==> config.mk <==
export PLATFORM = sky130hd
export DESIGN_NAME = frac_baud_tick
export DESIGN_NICKNAME = d
export VERILOG_FILES = /design/src/rtl/frac_tick_pkg.sv /design/src/rtl/frac_step.sv /design/src/rtl/tick_interval_counter.sv /design/src/rtl/frac_baud_tick.sv
export SDC_FILE = /design/constraint.sdc
export NUM_CORES = 1
export LEC_CHECK = 0
export BUFFER_PORTS_ARGS = -buffer_cell sky130_fd_sc_hd__buf_4
export CAP_MARGIN = 10
export CELL_PAD_IN_SITES_DETAIL_PLACEMENT = 0
export CELL_PAD_IN_SITES_GLOBAL_PLACEMENT = 1
export CORE_UTILIZATION = 45
export CTS_CLUSTER_DIAMETER = 150
export DETAILED_ROUTE_END_ITERATION = 10
export PLACE_DENSITY = 0.87
export SLEW_MARGIN = 30
export SYNTH_ARGS = -nofsm -noshare
export SYNTH_HDL_FRONTEND = slang
export SYNTH_HIERARCHICAL = 1
export SYNTH_SLANG_ARGS = --single-unit
==> constraint.sdc <==
create_clock -name clk -period 8.3 [get_ports clk]
set_input_delay 0 -clock clk [delete_from_list [all_inputs] [get_ports clk]]
set_output_delay 0 -clock clk [all_outputs]
set_load 0.01 [all_outputs]
==> src/rtl/frac_tick_pkg.sv <==
package frac_tick_pkg;

  parameter int unsigned PERIOD_W = 16;
  parameter int unsigned FRAC_W   = 16;
  localparam int unsigned LEN_W   = PERIOD_W + 1;

  typedef logic [PERIOD_W-1:0] period_t;
  typedef logic [FRAC_W-1:0]   frac_t;
  typedef logic [LEN_W-1:0]    len_t;

  typedef struct packed {
    logic  longer;
    len_t  len;
    frac_t rem;
  } step_t;

  // The fraction is used only when it is a proper fraction.
  function automatic logic frac_ok(frac_t num, frac_t den);
    return (den != '0) && (num < den);
  endfunction

  // Whole period with 0 promoted to 1.
  function automatic len_t base_len(period_t n);
    return (n == '0) ? len_t'(1) : len_t'(n);
  endfunction

  // Starting remainder: half the denominator gives round-to-nearest tick times.
  function automatic frac_t seed_rem(frac_t den);
    return den >> 1;
  endfunction

  // One accumulator step: add the numerator; on reaching den, wrap and lengthen.
  function automatic step_t advance(period_t n, frac_t num, frac_t den, frac_t rem);
    step_t s;
    logic [FRAC_W:0] sum;
    sum = {1'b0, rem} + {1'b0, num};
    if (frac_ok(num, den)) begin
      s.longer = (sum >= {1'b0, den});
      s.rem    = s.longer ? frac_t'(sum - {1'b0, den}) : frac_t'(sum);
    end else begin
      s.longer = 1'b0;
      s.rem    = '0;
    end
    s.len = base_len(n) + len_t'(s.longer);
    return s;
  endfunction

endpackage

==> src/rtl/frac_step.sv <==
module frac_step
  import frac_tick_pkg::*;
(
  input  period_t base_period,
  input  frac_t   frac_num,
  input  frac_t   frac_den,
  input  frac_t   rem_in,
  output step_t   step_out
);

  always_comb step_out = advance(base_period, frac_num, frac_den, rem_in);

endmodule

==> src/rtl/tick_interval_counter.sv <==
module tick_interval_counter
  import frac_tick_pkg::*;
(
  input  logic  clk,
  input  logic  rst_n,
  input  logic  en,
  input  step_t first_i,
  input  step_t next_i,
  output logic  tick,
  output len_t  cur_len,
  output frac_t cur_rem
);

  logic  armed_q;
  len_t  cnt_q;
  len_t  len_q;
  frac_t rem_q;
  logic  tick_q;
  len_t  cnt_inc;
  logic  wrap;

  // Until armed, the interval in use is the first one computed from the config.
  assign cur_len = armed_q ? len_q : first_i.len;
  assign cur_rem = armed_q ? rem_q : first_i.rem;
  assign cnt_inc = cnt_q + len_t'(1);
  assign wrap    = (cnt_inc == cur_len);
  assign tick    = tick_q;

  always_ff @(posedge clk or negedge rst_n) begin
    if (!rst_n) begin
      armed_q <= 1'b0;
      cnt_q   <= '0;
      len_q   <= len_t'(1);
      rem_q   <= '0;
      tick_q  <= 1'b0;
    end else if (!en) begin
      armed_q <= 1'b0;
      cnt_q   <= '0;
      tick_q  <= 1'b0;
    end else begin
      armed_q <= 1'b1;
      if (wrap) begin
        cnt_q  <= '0;
        tick_q <= 1'b1;
        len_q  <= next_i.len;
        rem_q  <= next_i.rem;
      end else begin
        cnt_q  <= cnt_inc;
        tick_q <= 1'b0;
        len_q  <= cur_len;
        rem_q  <= cur_rem;
      end
    end
  end

  // a disabled cycle parks the block with no tick and a cleared count
  a_r1_quiet_when_off: assert property (@(posedge clk) disable iff (!rst_n)
    !en |=> (!tick && cnt_q == '0));

  // with a period above one clock, a tick is followed by a low cycle
  a_r9_single_pulse: assert property (@(posedge clk) disable iff (!rst_n)
    (tick && cur_len > len_t'(1)) |=> !tick);

  // the running count never reaches the interval length
  a_r3_cnt_below_len: assert property (@(posedge clk) disable iff (!rst_n)
    cnt_q < cur_len);

endmodule

==> src/rtl/frac_baud_tick.sv <==
module frac_baud_tick
  import frac_tick_pkg::*;
(
  input  logic                clk,
  input  logic                rst_n,
  input  logic                en,
  input  logic [PERIOD_W-1:0] base_period,
  input  logic [FRAC_W-1:0]   frac_num,
  input  logic [FRAC_W-1:0]   frac_den,
  output logic                tick
);

  step_t first_step;
  step_t next_step;
  len_t  cur_len;
  frac_t cur_rem;
  frac_t seed;
  len_t  n_eff;

  assign seed  = seed_rem(frac_den);
  assign n_eff = base_len(base_period);

  // First interval: accumulator starts from its seed.
  frac_step u_first (
    .base_period (base_period),
    .frac_num    (frac_num),
    .frac_den    (frac_den),
    .rem_in      (seed),
    .step_out    (first_step)
  );

  // Following intervals: accumulator continues from the running remainder.
  frac_step u_next (
    .base_period (base_period),
    .frac_num    (frac_num),
    .frac_den    (frac_den),
    .rem_in      (cur_rem),
    .step_out    (next_step)
  );

  tick_interval_counter u_cnt (
    .clk     (clk),
    .rst_n   (rst_n),
    .en      (en),
    .first_i (first_step),
    .next_i  (next_step),
    .tick    (tick),
    .cur_len (cur_len),
    .cur_rem (cur_rem)
  );

  // the interval loaded at a tick is N or N+1 when the config held still
  a_r3_len_choice: assert property (@(posedge clk) disable iff (!rst_n)
    (tick && $stable(base_period) && $stable(frac_num) && $stable(frac_den))
      |-> (cur_len == n_eff || cur_len == n_eff + len_t'(1)));

  // the remainder stays a proper fraction of the denominator
  a_r4_rem_bound: assert property (@(posedge clk) disable iff (!rst_n)
    (en && $stable(frac_num) && $stable(frac_den) && frac_ok(frac_num, frac_den))
      |-> (cur_rem < frac_den));

  // an invalid fraction never yields a long interval
  a_r7_no_long_invalid: assert property (@(posedge clk) disable iff (!rst_n)
    (tick && $stable(base_period) && $stable(frac_num) && $stable(frac_den)
      && !frac_ok(frac_num, frac_den)) |-> (cur_len == n_eff));

endmodule

==> impl_metrics.yaml, run 1 <==
outcome:
  status: "complete, no violations"
timing:
  finClkSkew_ps: 4.32
  hold_ws_ps: 122
  setup_ws_ps: 301
  finalHoldViolCount: 0
  maxSlewHeadroom_pct: 38.6
  clock.fmax_ghz: 0.125
  finalCriticalPeriod_ps: 8000
  finalCritPeriodShare_pct: 96.4
  tightest_slew_ps: 918
  final_max_slew_viol_count: 0
  setup_viol: 0
layout:
  fin_nets: 1412
  fin_cells: 1526
  drive_gt1_share_pct: 15.8
  fillers: 1964
  post-route-util_pct: 52.6
  num_antenna_cells: 0
  syn2layout_area_growth_pct: 13.3
die:
  die_h_um: 144
  die_area_mm2: 0.0209
  rows: 51
  core_mm2: 0.0197
  die_w_um: 144
  ioPinCount: 52
  initial_core_util_pct: 46.5
clock_tree:
  tritoncts: "yes"
  cts_made_buffers: 5
  clockBufferDepth: 2
  cts.sinks: 52
  h-tree-depth: 2
  root_buffer: "clkbuf_16"
  path_clk_slew_ps: 80
  clkLatencyLatePin_ps: 310
grt:
  grt-ovfl-total: 0
  grt_max_degree: 66
  grt_first_pass_wirelength_um: 46000
  antenna_found_initial: 0
  first_global_vias: 8399
  track_usage_pct: 28.4
pwr:
  power_density_mw_per_mm2: 223
  ir_drop_v: 0.000127
  finalPower_mw: 2.31
  leakage_nw: 4.50
placement:
  dp_hpwl_um: 21900
  gp_congestion: 0.988
  port_buffers: 51
  placed_cells: 1500
  place_ws_ps: -292
synthesis:
  netlist_area_mm2: 0.00913
  synthCells: 1190
  syn_avg_cell_area_um2: 7.67
  ys.warnings.count: 6
  synth_nets: 1342
detailed_routing:
  route.vias.total: 9445
  antenna_left: 0
  drt_iter0_markers: 1019
  vias_per_cell: 6.19
  detail_route.wl_per_cell_um: 19.5
  route.detailed.drc: 0
  first_pass_iters: 5
  wl_um: 29800
setup_path:
  cp.arrival_ps: 8190
  ff2ff_setup_slack_ps: 2500
  cpMaxStageDelayCell: "o41a_4"
  crit_type: "in -> reg"
  critical_path_required_ps: 8490
  cp-endpoint: "u_cnt/len_q[14]"
  reg2reg_depth: 27
  critPathMaxFanout: 6
  crit_path_end_kind: "flop"
  crit_path_start: "frac_num[0]"
  startpoint_type: "primary input"
  cp_slowest_stage_delay_ps: 380
  reg2reg_to: "u_cnt/len_q[14]"
  path_common_cell: "ha_1"
  r2r_start: "u_cnt/armed_q"
min_path:
  holdCritStartpoint: "base_period[5]"
  min_path_type: "in -> reg"
job:
  drv_cap: 0
[placed cells by master, fill, tap and decap left out, drive strengths merged, types with 9 or more instances in the layout]
cell type    n
a211o       14
a211oi      26
a21o        13
a21oi       64
a2bb2oi     12
and2         9
and3        14
buf        115
dfrtp       51
ha          97
inv         90
mux2         9
mux2i       16
nand2      114
nand3       48
nand4       24
nor2        91
nor2b       21
nor3        38
nor4        25
o211ai      43
o21a        12
o21ai       73
o32a        10
xnor2       72
xor2        31
[metal layers]
metal / wire length, um / GRT usage (%)
met3: 2110 / 3.44
met5: 0 / 0
met1: 14300 / 42.2
met2: 12800 / 43.5
met4: 513 / 5.87
[sequential cells by signal, summed over array words and instances, names as in the netlist]
signal and flops:
u_cnt/rem_q 16, u_cnt/len_q 17, u_cnt/cnt_q 17, u_cnt/tick 1, u_cnt/armed_q 1
[timing repair]
| item | 4_1_cts | 5_1_grt |
|---|---|---|
| hold endpoints to repair | 51 | 0 |
| setup buffers | 0 | 16 |
| setup endpoints to repair | 2 | 7 |
| pin swaps | 0 | 19 |
| resized for setup | 1 | 39 |
| hold buffers | 1 | 0 |
| cloned | 0 | 1 |
[cell type report]
class / instances / area (um2) / area share (%)
Clock buffer: 5 / 125 / 1.21
Timing Repair Buffer: 116 / 881 / 8.51
Tap cell: 265 / 332 / 3.21
Multi-Input combinational cell: 995 / 7340 / 71.0
Inverter: 90 / 338 / 3.27
Sequential cell: 52 / 1300 / 12.6
Clock inverter: 3 / 21.3 / 0.206
[power breakdown]
group | switching [mW] | internal [mW] | leakage (nW)
combinational | 0.991 | 0.770 | 3.78
clock | 0.111 | 0.113 | 0.0702
sequential | 0.0275 | 0.296 | 0.647
total | 1.13 | 1.18 | 4.50
[worst max-delay path: cells and delay by family]
family	cells	cell delay, ps
compound gates	15	3320
simple gates	16	2180
fa+ha+maj	6	1600
xor+xnor	3	370
buf+inv	5	580
mux	1	120
[worst min-delay path by stage]
| stage | end | slack (ps) | cells past startpoint |
|---|---|---|---|
| 6_report | u_cnt/len_q[5] | 120 | 4 |
| 5_1_grt | u_cnt/armed_q | 150 | 1 |
| 4_1_cts | u_cnt/len_q[5] | 120 | 4 |
| 3_5_place_dp | u_cnt/cnt_q[6] | 120 | 1 |
| 3_3_place_gp | u_cnt/cnt_q[5] | 120 | 1 |
| 2_1_floorplan | u_cnt/armed_q | -300 | 0 |
[through the flow]
stage	setup TNS (ps)	instance area (um2)
global placement	-670	9900
floorplan	0	9130
CTS	0	10100
finish	0	10300
detailed placement	-1090	9900
global route	-477	10300
No activity file was read; power rests on OpenSTA's default activity.
==> run 2: changes to the inputs <==
- CORE_UTILIZATION: 45 -> 43
- clock period: 8.3 -> 7.2 ns (I/O delays scaled with it)
==> run 2 against run 1 <==
Net effect: critical endpoint unchanged; flip-flop and latch count stayed put; non-clock buffer count is 203 higher; cell count is 14% higher; core utilization is 7.4 points higher; the flow now finishes with violations (negative setup slack); die area is 4.6% higher; global-route usage is 1.8 points higher; combinational power is 50% higher; critical path depth stayed put; worst setup slack worse by 730 ps; sequential share of layout area is 2.0 points lower; sequential power is 16% higher; first-iteration DRC count is 22% lower.
==> impl_metrics.yaml, run 2 (synthesis results as in run 1) <==
outcome:
  status: "finished, violations left"
  violations: "negative setup slack"
clock_tree:
  h-tree-depth: 2
  root_buffer: "clkbuf_16"
  cts.sinks: 52
  tritoncts: "yes"
  clockBufferDepth: 2
  clkLatencyLatePin_ps: 310
  path_clk_slew_ps: 70
  cts_made_buffers: 5
timing:
  tns_ps: -2480
  finalCritPeriodShare_pct: 106
  finalHoldViolCount: 0
  setup_ws_ps: -427
  setup_viol: 11
  tightest_slew_ps: 1020
  clock.fmax_ghz: 0.131
  finClkSkew_ps: 4.93
  rsz0062_at_grt: "yes"
  finalCriticalPeriod_ps: 7630
  final_max_slew_viol_count: 0
  maxSlewHeadroom_pct: 31.8
detailed_routing:
  antenna_left: 0
  drt_iter0_markers: 798
  vias_per_cell: 5.99
  route.vias.total: 10400
  route.detailed.drc: 0
  first_pass_iters: 5
  detail_route.wl_per_cell_um: 19.3
  wl_um: 33400
die:
  core_mm2: 0.0205
  rows: 52
  die_area_mm2: 0.0218
  initial_core_util_pct: 44.6
  die_w_um: 148
  ioPinCount: 52
  die_h_um: 148
layout:
  largestRegisters: "u_cnt/cnt_q: 17 flops, u_cnt/len_q: 17 flops, u_cnt/rem_q: 16 flops"
  fin_cells: 1734
  layout_commonest_cell: "buf_4"
  final_cell_mix: "buf_4, nand2_1, inv_1, ha_1, nor2_1"
  syn2layout_area_growth_pct: 34.8
  num_antenna_cells: 0
  drive_gt1_share_pct: 30.6
  post-route-util_pct: 60.1
  fin_nets: 1615
setup_path:
  cp.arrival_ps: 7820
  reg2reg_depth: 28
  critPathMaxFanout: 6
  cpMaxStageDelayCell: "o41a_4"
  critical_path_required_ps: 7390
  ff2ff_setup_slack_ps: 1350
  crit_type: "in -> reg"
  cp_slowest_stage_delay_ps: 400
  crit_path_end_kind: "flop"
  startpoint_type: "primary input"
placement:
  port_buffers: 51
  placed_cells: 1685
  place_ws_ps: -966
  gp_congestion: 1.01
  dp_hpwl_um: 24500
min_path:
  min_path_type: "in -> reg"
  min_path_cells: 1
pwr:
  finalPower_mw: 3.30
  leakage_nw: 5.57
  ir_drop_v: 0.000204
  power_density_mw_per_mm2: 268
grt:
  track_usage_pct: 30.2
  grt_max_degree: 65
  grt-ovfl-total: 0
  grt_first_pass_wirelength_um: 52500
  first_global_vias: 9887
  antenna_found_initial: 0
job:
  drv_cap: 0
==> run 2: area by class of cell <==
cell class / count / area (um2)
fill: 1792 / 8180
multi-input combinational: 995 / 7700
timing repair buffer: 319 / 2460
sequential: 52 / 1300
inverter: 90 / 338
tap: 270 / 338
clock buffer: 6 / 129
clock inverter: 2 / 35.0
==> run 2: critical path: cells and delay by family <==
kind,cells,cell delay (ps)
mux,1,100
buf+inv,6,650
simple gates,12,1600
compound gates,18,3580
xor+xnor,3,400
fa+ha+maj,6,1450
==> run 2: through the flow <==
step	area, um2	hold WS [ps]
2_1_floorplan	9300	-296
3_3_place_gp	11400	116
3_5_place_dp	11400	122
4_1_cts	12000	108
5_1_grt	12300	142
6_report	12300	134
==> run 2: timing repair <==
action,CTS,global route
cloned,1,0
endpoints found under the hold margin,51,0
setup buffers,25,19
gates resized for setup,45,40
endpoints found under the setup margin,29,33
hold buffers,1,0
pin swaps,54,38
==> run 2: metal layers <==
| metal | share of wire [%] | global-route usage (%) | up-vias |
|---|---|---|---|
| li1 | - | - | 4934 |
| met1 | 45 | 43.2 | 4943 |
| met2 | 44 | 45.6 | 467 |
| met3 | 9.3 | 6.60 | 46 |
| met4 | 1.7 | 7.94 | 0 |
| met5 | 0 | 0 | - |
==> run 2: power by group <==
group / total, mW / switching [mW] / internal, mW
Clock: 0.291 / 0.127 / 0.164
Combinational: 2.64 / 1.33 / 1.31
Sequential: 0.376 / 0.0351 / 0.341
==> run 2: path summary, 6_finish.rpt <==
kind / start / to
worst max-delay path: frac_num[0] / u_cnt/len_q[14]
worst max register to register: u_cnt/armed_q / u_cnt/len_q[14]
worst min register to register: u_cnt/rem_q[0] / u_cnt/rem_q[0]
max in group asynchronous: rst_n / u_cnt/armed_q
worst min-delay path: en / u_cnt/armed_q
min in group asynchronous: rst_n / u_cnt/cnt_q[8]
